File: src/rtl/wdg_pkg.sv
package wdg_pkg;

    // Control register contents
    typedef struct packed {
        logic wdog_en;
        logic cmp_en;
    } wdg_ctl_t;

    localparam int CTL_CMP_BIT  = 0;
    localparam int CTL_WDOG_BIT = 1;

    // Event produced by the compare stage
    typedef struct packed {
        logic hit;
        logic arm_rst;
    } wdg_evt_t;

    function automatic wdg_ctl_t ctl_decode(input logic [1:0] bits);
        wdg_ctl_t c;
        c.cmp_en  = bits[CTL_CMP_BIT];
        c.wdog_en = bits[CTL_WDOG_BIT];
        return c;
    endfunction

endpackage

File: src/rtl/wdg_regs.sv
module wdg_regs
    import wdg_pkg::*;
#(
    parameter int TW = 16,
    parameter int BW = 8,
    localparam int NB = TW / BW,
    localparam int AW = $clog2(NB + 1)
) (
    input  logic          clk,
    input  logic          rst,
    input  logic          wr_en,
    input  logic [AW-1:0] wr_addr,
    input  logic [BW-1:0] wr_data,
    output logic [TW-1:0] cmp_value,
    output wdg_ctl_t      ctl,
    output logic          blocked
);
    logic lo_pending;
    logic lo_wr_now;
    logic hi_wr_now;

    assign lo_wr_now = wr_en && (wr_addr == AW'(0));
    assign hi_wr_now = wr_en && (wr_addr == AW'(NB - 1));

    // One register per compare byte
    for (genvar k = 0; k < NB; k++) begin : g_byte
        always_ff @(posedge clk) begin
            if (rst)
                cmp_value[k*BW +: BW] <= '0;
            else if (wr_en && wr_addr == AW'(k))
                cmp_value[k*BW +: BW] <= wr_data;
        end
    end

    always_ff @(posedge clk) begin
        if (rst)
            ctl <= '0;
        else if (wr_en && wr_addr == AW'(NB))
            ctl <= ctl_decode(wr_data[1:0]);
    end

    // Half-written compare value tracker
    always_ff @(posedge clk) begin
        if (rst)
            lo_pending <= 1'b0;
        else if (hi_wr_now)
            lo_pending <= 1'b0;
        else if (lo_wr_now)
            lo_pending <= 1'b1;
    end

    assign blocked = lo_pending || lo_wr_now;

    AST_PEND_AFTER_LO: assert property (@(posedge clk) disable iff (rst)
        (lo_wr_now && !hi_wr_now) |=> blocked);
endmodule

File: src/rtl/wdg_match.sv
module wdg_match
    import wdg_pkg::*;
#(
    parameter int TW = 16,
    parameter int BW = 8,
    localparam int NB = TW / BW
) (
    input  logic [TW-1:0] timer_val,
    input  logic          timer_step,
    input  logic [TW-1:0] cmp_value,
    input  wdg_ctl_t      ctl,
    input  logic          blocked,
    output wdg_evt_t      evt
);
    logic [NB-1:0] byte_eq;

    for (genvar k = 0; k < NB; k++) begin : g_eq
        assign byte_eq[k] = (timer_val[k*BW +: BW] == cmp_value[k*BW +: BW]);
    end

    always_comb begin
        evt.hit     = timer_step && (&byte_eq) && ctl.cmp_en && !blocked;
        evt.arm_rst = evt.hit && ctl.wdog_en;
    end
endmodule

File: src/rtl/wdg_pulse.sv
module wdg_pulse
    import wdg_pkg::*;
(
    input  logic     clk,
    input  logic     rst,
    input  wdg_evt_t evt,
    output logic     cmp_match,
    output logic     wdog_rst
);
    always_ff @(posedge clk) begin
        if (rst) begin
            cmp_match <= 1'b0;
            wdog_rst  <= 1'b0;
        end else begin
            cmp_match <= evt.hit;
            wdog_rst  <= evt.arm_rst && !wdog_rst;
        end
    end

    AST_RST_ONE_WIDE: assert property (@(posedge clk) disable iff (rst)
        wdog_rst |=> !wdog_rst);
    AST_RST_NEEDS_MATCH: assert property (@(posedge clk) disable iff (rst)
        wdog_rst |-> cmp_match);
endmodule

File: src/rtl/cmw_wdog.sv
module cmw_wdog
    import wdg_pkg::*;
#(
    parameter int TW = 16,
    parameter int BW = 8,
    localparam int NB = TW / BW,
    localparam int AW = $clog2(NB + 1)
) (
    input  logic          clk,
    input  logic          rst,
    input  logic          reg_wr,
    input  logic [AW-1:0] reg_addr,
    input  logic [BW-1:0] reg_wdata,
    input  logic [TW-1:0] timer_val,
    input  logic          timer_step,
    output logic          cmp_match,
    output logic          wdog_rst
);
    logic [TW-1:0] cmp_value;
    wdg_ctl_t      ctl;
    logic          blocked;
    wdg_evt_t      evt;

    wdg_regs #(.TW(TW), .BW(BW)) u_regs (
        .clk(clk), .rst(rst), .wr_en(reg_wr), .wr_addr(reg_addr),
        .wr_data(reg_wdata), .cmp_value(cmp_value), .ctl(ctl), .blocked(blocked)
    );

    wdg_match #(.TW(TW), .BW(BW)) u_match (
        .timer_val(timer_val), .timer_step(timer_step), .cmp_value(cmp_value),
        .ctl(ctl), .blocked(blocked), .evt(evt)
    );

    wdg_pulse u_pulse (
        .clk(clk), .rst(rst), .evt(evt), .cmp_match(cmp_match), .wdog_rst(wdog_rst)
    );

    AST_MATCH_NEEDS_STEP: assert property (@(posedge clk) disable iff (rst)
        cmp_match |-> $past(timer_step));
    AST_MATCH_VALUE: assert property (@(posedge clk) disable iff (rst)
        cmp_match |-> ($past(timer_val) == $past(cmp_value)));
    AST_MATCH_UNBLOCKED: assert property (@(posedge clk) disable iff (rst)
        cmp_match |-> !$past(blocked));
    AST_RST_NEEDS_WDOG: assert property (@(posedge clk) disable iff (rst)
        wdog_rst |-> $past(ctl.wdog_en));
    AST_MATCH_NEEDS_CMP: assert property (@(posedge clk) disable iff (rst)
        cmp_match |-> $past(ctl.cmp_en));
endmodule

File: config.mk
export PLATFORM = sky130hd
export DESIGN_NAME = cmw_wdog
export DESIGN_NICKNAME = d
export VERILOG_FILES = /design/src/rtl/wdg_pkg.sv /design/src/rtl/wdg_regs.sv /design/src/rtl/wdg_match.sv /design/src/rtl/wdg_pulse.sv /design/src/rtl/cmw_wdog.sv
export SDC_FILE = /design/constraint.sdc
export NUM_CORES = 1
export LEC_CHECK = 0
export BUFFER_PORTS_ARGS = -buffer_cell sky130_fd_sc_hd__buf_2
export CAP_MARGIN = 20
export CORE_ASPECT_RATIO = 1.2
export CORE_MARGIN = 2
export CORE_UTILIZATION = 30
export CTS_CLUSTER_SIZE = 20
export DETAILED_ROUTE_END_ITERATION = 8
export PLACE_DENSITY = 0.53
export SYNTH_ARGS = -nofsm -noshare
export SYNTH_HDL_FRONTEND = slang
export SYNTH_SLANG_ARGS = --single-unit
File: constraint.sdc
create_clock -name clk -period 1.5 [get_ports clk]
set_input_delay 0.3 -clock clk [delete_from_list [all_inputs] [get_ports clk]]
set_output_delay 0.3 -clock clk [all_outputs]
set_load 0.005 [all_outputs]
Word-level counts from Yosys, hierarchy flattened. Index checks and enable logic that the tools add are counted.

Equality and inequality tests: 4. Reduce and logical (&&, ||, !) cells: 14.

Operators with widths (number): $eq 8x8->1 (2); $logic_and 1x1->1 (8); $eq 2x1->1 const B (1); $eq 2x2->1 const B (1); $logic_not 1->1 (2); $logic_not 2->1 (1); $reduce_and 2->1 (1); $reduce_or 2->1 (1); $logic_or 1x1->1 (1).

Flip-flop bits (word level): 21. Input port bits: 30. Output and inout bits: 2. Logic and storage cells: 25.

Depth between registers and ports, before layout. Gate-level depths: netlist of the first run.

Depth after elaboration: 7. Mapped depth: 5. Gate-level depth less buffers: 4.

Cells and area by module. Synthesis of the first run repeated with hierarchy kept, for this count alone.

Cells, all modules: 106. Area total of the unflattened synthesis: 1072.3 µm².

By module, submodules not included: wdg_regs (instances 1, cells an instance 76, area an instance 810.8 µm², seq. area each 380.4 µm²); wdg_match (instances 1, cells an instance 26, area an instance 202.7 µm², seq. area each 0.0 µm²); wdg_pulse (instances 1, cells an instance 4, area an instance 58.8 µm², seq. area each 40.0 µm²).

Worst setup path after synthesis of the first run. No wires, ideal clock.

Path type: register -> register. From: register u_regs.cmp_value[15]. To: register u_pulse.wdog_rst. Library setup time: 88 ps. Arrival: 1073 ps. Required time: 1412 ps. Path slack: 339 ps. Cell stages (with the launch flop): 5. Path buffers: 0. Period minus slack after synthesis: 1161 ps. Cell sequence: dfxtp_1 -> xor2_1 -> nor4_2 -> nand3_1 -> nor4_2.

Cells in the longest elaborated chain, start to end: 7.

Ends and longest elaborated chain: start, declared (RTL line wdg_regs.sv:14) `output logic [TW-1:0] cmp_value,`; start signal, assigned by index (RTL line wdg_regs.sv:31) `cmp_value[k*BW +: BW] <= wr_data;`; $eq 8x8->1 (RTL line wdg_match.sv:18) `assign byte_eq[k] = (timer_val[k*BW +: BW] == cmp_value[k*BW +: BW]);`; $reduce_and 2->1 (RTL line wdg_match.sv:22) `evt.hit = timer_step && (&byte_eq) && ctl.cmp_en && !blocked;`; $logic_and 1x1->1 (3 in series) (RTL line wdg_match.sv:22); $logic_and 1x1->1 (RTL line wdg_match.sv:23) `evt.arm_rst = evt.hit && ctl.wdog_en;`; $logic_and 1x1->1 (RTL line wdg_pulse.sv:16) `wdog_rst <= evt.arm_rst && !wdog_rst;`; end signal, assigned (RTL line wdg_pulse.sv:16); end, declared (RTL line wdg_pulse.sv:8) `output logic wdog_rst`.

No other way between the ends. A chain may end at the register's enable or synchronous reset.

Final worst setup path of the first run. Same ends and word-level chain as after synthesis.

==> summary.md, run 1 <==
| Metric | Value |
|---|---|
| Crit path depth | 4 |
| Min-Delay Endpoint | u_regs.cmp_value[11]$_SDFFE_PP0P_ |
| P_leak | 0.000567 µW |
| Status | complete, no violations |
| Post-CTS Setup Repair Bufs | 0 |
| # nets final | 158 |
| Ys flop type | dfxtp_1 |
| Final-report hold violation count | 0 |
| Final setup fails | 0 |
| Worst-Margin Slew | 0.256 ns |
| Min Hold Slack | between 0.2 and 0.25 ns |
| Cts bufs inserted | 3 |
| Placement Rows | 22 |
| Async SR Flop Fraction | 0% |
| Largest net degree at the start of global routing | 20 |
| Clock sinks | 21 |
| Final ANT Viol Nets | 0 |
| Peak Freq | 790 MHz |
| CP Cell Sequence | xor2_1 -> nor4_2 -> nand3_1 -> nor4_2 |
| Seq cells post-synth | 21 |
| Logic pwr share | 13.8% |
| Critical path endpoint category | flop |
| DR iter-0 viols | 16 |
| Layout Utilization | 38.4% |
| R2R depth | 4 |
| Cell mode on critical path | nor4_2 |
| Req. time, crit path | ~1.7 ns |
| Max-slew violations | 0 |
| Skew final | 0.00456 ns |
| Total design power | 988 µW |
| Vias in the first global route | ~760 |
| CP Max Fanout | 2 |
| GRT Total Usage | 11.8% |
| Worst rel slew slack | 82.8% |
| Area share of the largest cell type after synthesis | approximately 45% |
| Cells after Synth | 93 |
| Top-count cell post-synth | dfxtp_1 |
| Worst Hold Class | primary input to flop |
| Core area | 3030 µm² |
| Cell taking the most area after synthesis | dfxtp_1 |
| Via density per instance | between 4 and 5 |
| Share of cells above drive strength 1 | 31.5% |
| Worst Setup Start Kind | flop |
| Sw Share | between 20% and 30% |
| Skew-Pair Late Insertion Delay | 0.30 ns |
| Die width | 54.9 µm |
| PD cells | 849 nW/µm² |
| Syn Nets | 123 |
| Chip height | approximately 65 µm |
| Unique masters post-synth | 16 |
| Clk pwr share | 26.9% |
| Crit Path Category | flop to flop |
| First-pass GRT wire length | 3.04 mm |
| Placed cell area | 1140 µm² |
| Switch Pwr | 241 µW |
| RSZ-0062 raised after global routing | false |
| Top cells by area, synth | dfxtp_1 45%, mux2i_1 19%, xor2_1 12% |
| Fin crit period | 1.27 ns |
| # IOs | 32 |
| Bufs and invs on worst path | 0 |
| Hold depth | 3 |
| RR Startpoint | u_regs.cmp_value[15]$_SDFFE_PP0P_ |
| CTS tree | built |
| CTS Hold Bufs | 0 |
| Starting density of the core | between 30 and 40% |
| Clock root buffer | clkbuf_4 |
| Setup TNS | 0 ns |
| Area of the mapped netlist | a little over 900 µm² |
| CP max stage cell | dfxtp_1 |
| Max_cap viols | 0 |
| Via count | between 700 and 800 |
| Synthesis warning total | 0 |
| DRC errors left | 0 |
| PostCTS Resize Cnt | 0 |
| DP Wirelength | 1.41 mm |
| CP arrival | 1.49 ns |
| Initial antenna violation count | 0 |
| First-pass iteration count of the detailed router | 4 |
| Clk slew on worst S/H paths | 0.12 ns |
| Worst VDD drop | between 0.3 and 0.4 mV |
| Post-synth EDFFs | 0 |
| Die ar. | around 3600 µm² |
| # H-tree levels | 1 |
| RR Endpoint | u_pulse.wdog_rst$_SDFF_PP0_ |
| Final Cycle Share | 84.3% |
| CP delay by family, top | simple AND/OR/NAND/NOR gates |
| Internal | 747 µW |
| Gpl congestion | 0.702 |
| Mean Syn Cell Area | 10.0 µm² |
| Sequential share of power | 59.3% |
| Slowest stage delay, CP | 0.34 ns |
| Clk buf depth | 2 |
| Wire per inst | between 10 and 15 µm |
| Synth top cells by count | 21 x dfxtp_1, 19 x nor2_1, 18 x mux2i_1, 13 x xor2_1, 3 x xnor2_1 |
| IO Port Bufs | 31 |
| Sequential share of the synthesized area | 45.0% |
| Total grt overflow | 0 |
| Hold path start | reg_wdata[3] |
| Drt total wl | 1.84 mm |
| ANT cells | 0 |
| Worst reg-to-reg setup slack | 0.23 ns |
| Final instance area | about 1200 µm² |
| Synth-to-Final Area Change | 24.7% |
metal layers:
| layer | up-vias | track usage (%) | wire [µm] |
|---|---|---|---|
| met1 | 333 | 12.4 | 761 |
| met4 | 0 | 8.23 | 36 |
| met2 | 21 | 20.5 | 941 |
| met5 | - | 0 | 0 |
| li1 | 378 | - | - |
| met3 | 2 | 1.82 | 104 |
how the worst max path moves through the flow:
| stage | startpoint | to | slack (ns) |
|---|---|---|---|
| global placement | timer_val[15] | u_pulse.wdog_rst$_SDFF_PP0_ | 0.16 |
| floorplan | u_regs.cmp_value[15]$_SDFFE_PP0P_ | u_pulse.wdog_rst$_SDFF_PP0_ | 0.34 |
| global route | u_regs.cmp_value[15]$_SDFFE_PP0P_ | u_pulse.wdog_rst$_SDFF_PP0_ | 0.12 |
| detailed placement | timer_val[15] | u_pulse.wdog_rst$_SDFF_PP0_ | 0.15 |
| finish | u_regs.cmp_value[15]$_SDFFE_PP0P_ | u_pulse.wdog_rst$_SDFF_PP0_ | 0.23 |
| CTS | u_regs.cmp_value[15]$_SDFFE_PP0P_ | u_pulse.wdog_rst$_SDFF_PP0_ | 0.21 |
metrics by stage:
step,instances,worst slack (ns)
detailed placement,159,0.152
global route,163,0.121
finish,163,0.235
floorplan,93,0.339
global placement,159,0.160
CTS,163,0.208
cell type report:
cell class	instances	area, µm²
Sequential cell	21	420
Timing Repair Buffer	34	178
Clock buffer	3	22.5
Multi-Input combinational cell	68	493
Clock inverter	1	5.00
Tap cell	36	45.0
Fill cell	323	1860
registers in the layout, summed over array words and instances (netlist names):
register,cells
u_regs.ctl,2
u_pulse.cmp_match,1
u_regs.lo_pending,1
u_regs.cmp_value,16
u_pulse.wdog_rst,1
cells by family after synthesis:
group         Yosys count  share of synthesized area (%)
xor+xnor               16                           15.0
flops                  21                           45.0
simple gates           34                           18.5
buf+inv                 4                           2.14
mux                    18                           19.3
power by group through the flow:
stage	Sequential (µW)	Clock, µW	Combinational, µW
final	586	266	136
after global routing	588	301	152
after CTS	586	288	139
after detailed placement	599	0	138
after global placement	598	0	136
after floorplan	596	0	76.6
placed cells by master (no fill, tap or decap):
| cell type | netlist | routed |
|---|---|---|
| buf_4 | 1 | 3 |
| nor4_1 | 2 | 2 |
| clkbuf_4 | 0 | 3 |
| nor2_1 | 19 | 19 |
| mux2i_1 | 18 | 18 |
| nor4_2 | 2 | 2 |
| buf_2 | 1 | 31 |
| dfxtp_1 | 21 | 21 |
| nand2_1 | 2 | 2 |
| nor3b_1 | 2 | 2 |
| clkinv_2 | 0 | 1 |
| nor3_1 | 2 | 2 |
| xor2_1 | 13 | 13 |
| nand2b_1 | 1 | 1 |
| xnor2_1 | 3 | 3 |
| nand3_1 | 2 | 2 |
| nand3b_1 | 2 | 2 |
worst min-delay path: cells and delay by family:
| family | cells | cell delay [ns] |
|---|---|---|
| simple gates | 1 | 0.07 |
| buf+inv | 1 | 0.09 |
| mux | 1 | 0.06 |
(Power assumes the default switching activity.)
==> run 2, diff against run 1 <==
==> constraint.sdc (replaced) <==
create_clock -name clk -period 1.2 [get_ports clk]
set_input_delay 0.24 -clock clk [delete_from_list [all_inputs] [get_ports clk]]
set_output_delay 0.24 -clock clk [all_outputs]
set_load 0.005 [all_outputs]
==> summary.md, run 2 (synthesis results as in run 1) <==
| Metric | Value |
|---|---|
| Status | complete, but fails checks |
| Violated checks | setup timing |
| Total grt overflow | 0 (unchanged) |
| Share of cells above drive strength 1 | 39.4% (+7.9 points) |
| Commonest non-fill, non-tap cell in the layout | buf_2 |
| Critical path endpoint category | flop |
| Worst-Margin Slew | 0.220 ns (-0.0359 ns) |
| First-pass GRT wire length | 3.12 mm (+2.7%) |
| CP max stage cell | dfxtp_2 |
| Initial antenna violation count | 0 (unchanged) |
| # IOs | 32 (unchanged) |
| Die ar. | 3580 µm² (unchanged) |
| Clk slew on worst S/H paths | 0.11 ns (about the same) |
| Via density per instance | 4.45 (-1.1%) |
| Slack of the critical path | -0.00414 ns (-0.239 ns) |
| DP Wirelength | 1.53 mm (+8.8%) |
| Final-report hold violation count | 0 (unchanged) |
| CP arrival | 1.42 ns (-0.07 ns) |
| Gpl congestion | 0.677 (-3.6%) |
| Met2 Resource Use GR | 19.5% (-1.0 points) |
| # nets final | 163 (+3.2%) |
| Synth-to-Final Area Change | 32.0% |
| Post-CTS Setup Repair Bufs | 0 (unchanged) |
| Layout Utilization | 40.7% (+2.3 points) |
| Met1 Usage GRT | 14.9% (+2.5 points) |
| CP Max Fanout | 2 (unchanged) |
| DRC errors left | 0 (unchanged) |
| Clock root buffer | clkbuf_4 |
| Skew final | 0.00217 ns (-0.00239 ns) |
| Starting density of the core | 30.8% (unchanged) |
| Worst Setup Start Kind | flop |
| Slowest stage delay, CP | 0.34 ns (about the same) |
| P_leak | 0.000591 µW (+4.4%) |
| PD cells | 1020 nW/µm² (+20%) |
| Core area | 3030 µm² (unchanged) |
| Clk buf depth | 2 (unchanged) |
| Via count | 748 (+1.9%) |
| Final instance area | 1230 µm² (+5.9%) |
| Busiest layer in global routing | met2 |
| Max-slew violations | 0 (unchanged) |
| Final ANT Viol Nets | 0 (unchanged) |
| Cell mode on critical path | nor4_2 |
| Number of flip-flops in the largest register | 16 (unchanged) |
| Worst rel slew slack | 85.2% (+2.4 points) |
| CTS tree | built |
| Wire per inst | 11.4 µm (+1.2%) |
| Top Registers | u_regs.cmp_value x16, u_regs.ctl x2 |
| Req. time, crit path | 1.42 ns (-0.31 ns) |
| Biggest register | u_regs.cmp_value |
| Worst Hold Class | primary input to flop |
| Skew-Pair Late Insertion Delay | 0.29 ns (about the same) |
| Clock sinks | 21 (unchanged) |
| Max_cap viols | 0 (unchanged) |
| Chip height | 65.1 µm (unchanged) |
| Final setup fails | 1 (+1) |
| Die width | 54.9 µm (unchanged) |
| Placed cell area | 1190 µm² (+4.4%) |
| Peak Freq | 830 MHz (+5.1%) |
| Cts bufs inserted | 3 (unchanged) |
| GRT Total Usage | 12.1% (+0.26 points) |
| Fin crit period | 1.20 ns (-0.0611 ns) |
| Most frequent cells in the layout | 31 x buf_2, 19 x nor2_1, 18 x mux2i_1 |
| Final Cycle Share | 100% (+16 points) |
| Largest net degree at the start of global routing | 20 (unchanged) |
| Drt total wl | 1.92 mm (+4.3%) |
| First-pass iteration count of the detailed router | 5 (+1) |
| Crit Path Category | flop to flop |
| Vias in the first global route | 747 (-1.1%) |
| DR iter-0 viols | 7 (-9) |
| RSZ-0062 raised after global routing | true |
| Worst VDD drop | 0.428 mV (+29%) |
| CP Cell Sequence | xor2_1 -> nor4_2 -> nand2_1 -> nor4_2 |
| ANT cells | 0 (unchanged) |
| CP delay by family, top | simple AND/OR/NAND/NOR gates |
| Bufs and invs on worst path | 0 (unchanged) |
| IO Port Bufs | 31 (unchanged) |
| # H-tree levels | 1 (unchanged) |
| Placement Rows | 22 (unchanged) |
| Met3 usage | 1.36% (-0.45 points) |
## run 2: changes by cell type in the layout (fill, tap and decap cells not counted), sizes merged
cell / delta
clkinv: -1
clkbuf: +1
buf: +5
## run 2: where the power goes
group	leakage [µW]	total [µW]	switching (µW)	internal (µW)
Combinational	0.000403	190	86.9	103
Sequential	0.000173	734	13.4	720
Clock	0.0000150	332	203	129
Total	0.000591	1260	303	953
## run 2: metal layers
| layer | wire (µm) | vias up |
|---|---|---|
| li1 | - | 387 |
| met1 | 833 | 340 |
| met2 | 965 | 19 |
| met3 | 97 | 2 |
| met4 | 27 | 0 |
| met5 | 0 | - |
## run 2: repair_timing
item,CTS,global route
resized for setup,6,2
pin swaps,10,0
hold buffers,0,0
setup endpoints to repair,2,2
## run 2: layout make-up
| cell class | count | area (µm²) |
|---|---|---|
| clock buffers | 4 | 26.3 |
| fillers | 336 | 1800 |
| well taps | 36 | 45.0 |
| repair buffers | 39 | 228 |
| flip-flops and latches | 21 | 428 |
| multi-input cells | 68 | 505 |
## run 2: final timing paths
kind | from | endpoint | slack, ns | cells past startpoint
setup reg to reg | u_regs.cmp_value[6]$_SDFFE_PP0P_ | u_pulse.wdog_rst$_SDFF_PP0_ | -0.004 | 4
hold / removal | reg_wdata[6] | u_regs.cmp_value[14]$_SDFFE_PP0P_ | 0.19 | 3
hold reg to reg | u_regs.ctl[1]$_SDFFE_PP0P_ | u_pulse.wdog_rst$_SDFF_PP0_ | 0.49 | 2
setup / recovery | u_regs.cmp_value[6]$_SDFFE_PP0P_ | u_pulse.wdog_rst$_SDFF_PP0_ | -0.004 | 4
## run 2: worst min-delay path: stages
cell,delay [ns]
buf_2,0.09
mux2i_1,0.06
nor2_1,0.07
## run 2: through the flow
step | setup TNS [ns] | instances | hold slack (ns) | setup slack (ns) | total power, µW
5_1_grt | -0.171 | 168 | 0.194 | -0.103 | 1330
3_5_place_dp | -0.134 | 164 | 0.462 | -0.0818 | 936
4_1_cts | -0.0297 | 168 | 0.170 | -0.0294 | 1280
2_1_floorplan | 0 | 93 | 0.384 | 0.0387 | 841
6_report | -0.00414 | 168 | 0.186 | -0.00414 | 1260
3_3_place_gp | -0.109 | 164 | 0.462 | -0.0830 | 932
==> run 3, diff against run 2 <==
==> constraint.sdc (replaced) <==
create_clock -name clk -period 1.36 [get_ports clk]
set_input_delay 0.272 -clock clk [delete_from_list [all_inputs] [get_ports clk]]
set_output_delay 0.272 -clock clk [all_outputs]
set_load 0.005 [all_outputs]
==> summary.md, run 3 (synthesis results as in run 1) <==
| Metric | Value |
|---|---|
| Status | complete, no violations |
| Core area | 3030 µm² (unchanged) |
| Worst Setup Start Kind | flop |
| CTS tree | built |
| ANT cells | 0 (unchanged) |
| Fill cells | 329 (-2.1%) |
| Setup TNS | 0 ns (+0.00414 ns) |
| Final setup fails | 0 (-1) |
| Min-Delay Endpoint | u_regs.cmp_value[10]$_SDFFE_PP0P_ |
| Die ar. | 3580 µm² (unchanged) |
| RSZ-0062 raised after global routing | false |
| Die width | 54.9 µm (unchanged) |
| # nets final | 159 (-2.5%) |
| First-pass GRT wire length | 2.97 mm (-4.7%) |
| DR iter-0 viols | 2 (-5) |
| Skew-Pair Late Insertion Delay | 0.30 ns (about the same) |
| PD cells | 929 nW/µm² (-8.8%) |
| Layout Utilization | 38.9% (-1.8 points) |
| Most frequent cells in the layout | 31 x buf_2, 21 x dfxtp_1, 19 x nor2_1 |
| Worst-Margin Slew | 0.244 ns (+0.0243 ns) |
| Skew final | 0.00466 ns (+0.00249 ns) |
| Worst reg-to-reg setup slack | 0.14 ns (+0.15 ns) |
| CP Cell Sequence | xor2_1 -> nor4_2 -> nand2_1 -> nor4_2 |
| Via count | 744 (-0.53%) |
| Final-report hold violation count | 0 (unchanged) |
| First-pass iteration count of the detailed router | 2 (-3) |
| Final ANT Viol Nets | 0 (unchanged) |
| Worst VDD drop | 0.485 mV (+13%) |
| Share of cells above drive strength 1 | 32.8% (-6.6 points) |
| Biggest register | u_regs.cmp_value |
| Total grt overflow | 0 (unchanged) |
| Peak Freq | 823 MHz (-0.94%) |
| Slowest stage delay, CP | 0.34 ns (about the same) |
| CP arrival | 1.44 ns (+0.02 ns) |
| DRC errors left | 0 (unchanged) |
| Synth-to-Final Area Change | 26.1% |
| Clock root buffer | clkbuf_4 |
| GRT Total Usage | 11.7% (-0.44 points) |
| RR Endpoint | u_pulse.wdog_rst$_SDFF_PP0_ |
| Max-slew violations | 0 (unchanged) |
| Req. time, crit path | 1.59 ns (+0.17 ns) |
| Hold depth | 3 (unchanged) |
| Critical path endpoint category | flop |
| Vias in the first global route | 734 (-1.7%) |
| Max_cap viols | 0 (unchanged) |
| Fin crit period | 1.22 ns (+0.0114 ns) |
| # IOs | 32 (unchanged) |
| Clock sinks | 21 (unchanged) |
| Number of flip-flops in the largest register | 16 (unchanged) |
| Cell mode on critical path | nor4_2 |
| Placement Rows | 22 (unchanged) |
| CP max stage cell | dfxtp_1 |
| Crit Path Category | flop to flop |
| Starting density of the core | 30.8% (unchanged) |
| Drt total wl | 1.88 mm (-2.3%) |
| # H-tree levels | 1 (unchanged) |
| DP Wirelength | 1.50 mm (-1.8%) |
| Min Hold Slack | 0.215 ns (+0.0292 ns) |
| Worst rel slew slack | 83.6% (-1.6 points) |
| Final Cycle Share | 89.4% (-11 points) |
| Gpl congestion | 0.678 (+0.18%) |
| R2R depth | 4 (unchanged) |
| Hold path start | reg_wdata[2] |
| RR Startpoint | u_regs.cmp_value[7]$_SDFFE_PP0P_ |
| IO Port Bufs | 31 (unchanged) |
| Chip height | 65.1 µm (unchanged) |
| CP Max Fanout | 2 (unchanged) |
| Wire per inst | 11.5 µm (about the same) |
| CTS Hold Bufs | 0 (unchanged) |
| Initial antenna violation count | 0 (unchanged) |
| Clk buf depth | 2 (unchanged) |
| Clk slew on worst S/H paths | 0.12 ns (about the same) |
| Top Registers | u_regs.cmp_value x16, u_regs.ctl x2 |
| P_leak | 0.000572 µW (-3.2%) |
| Largest net degree at the start of global routing | 20 (unchanged) |
| Via density per instance | 4.54 (+1.9%) |
| Cts bufs inserted | 3 (unchanged) |
| Worst Hold Class | primary input to flop |
| Commonest non-fill, non-tap cell in the layout | buf_2 |
[run 3: cell types whose count changed in the layout (fill, tap and decap cells not counted)]
cell,change
dfxtp_2,-6
nor4_1,+1
buf_12,-1
clkbuf_1,-1
nor4_2,-1
buf_4,-3
clkinv_2,+1
dfxtp_1,+6
[run 3: stage by stage]
stage	worst slack (ns)	std cells	power [µW]	cell area, µm²
global placement	0.0462	160	811	1140
global route	0.00686	164	1150	1180
finish	0.144	164	1090	1180
floorplan	0.199	93	742	933
CTS	0.0228	164	1110	1170
detailed placement	0.00775	160	816	1140
[run 3: how the worst max path moves through the flow]
stage | from | end | cells past startpoint
finish | u_regs.cmp_value[7]$_SDFFE_PP0P_ | u_pulse.wdog_rst$_SDFF_PP0_ | 4
CTS | u_regs.cmp_value[12]$_SDFFE_PP0P_ | u_pulse.wdog_rst$_SDFF_PP0_ | 4
detailed placement | timer_val[12] | u_pulse.wdog_rst$_SDFF_PP0_ | 5
floorplan | u_regs.cmp_value[15]$_SDFFE_PP0P_ | u_pulse.wdog_rst$_SDFF_PP0_ | 4
global placement | timer_val[15] | u_pulse.wdog_rst$_SDFF_PP0_ | 5
global route | u_regs.cmp_value[7]$_SDFFE_PP0P_ | u_pulse.wdog_rst$_SDFF_PP0_ | 4
[run 3: layer usage]
metal / track usage (%) / up-vias / wire length [µm]
met5: 0 / - / 0
met4: 7.32 / 0 / 34
met3: 1.36 / 2 / 79
met2: 19.5 / 17 / 971
met1: 13.6 / 342 / 794
li1: - / 383 / -
[run 3: cell type report]
cell class              instances  area [µm²]  share of cell area [%]
clock buffers                   3        22.5                    1.91
clock inverters                 1        5.00                   0.425
multi-input cells              68         499                    42.4
flip-flops and latches         21         420                    35.7
well taps                      36        45.0                    3.83
repair buffers                 35         185                    15.7
[run 3: where the power goes]
part | leakage [µW] | switching (µW) | internal [µW]
logic | 0.000384 | 73.1 | 81.4
registers | 0.000171 | 11.8 | 634
clock network | 0.0000177 | 184 | 110
[run 3: repair_timing]
item	in CTS	in global routing
resized for setup	0	1
setup buffers	0	0
endpoints found under the setup margin	0	2
[run 3: critical path, delay by kind of cell (launching register included)]
family           cells  cell delay (ns)
AND/OR/NAND/NOR      3             0.64
flip-flops           1             0.34
XOR/XNOR             1             0.16
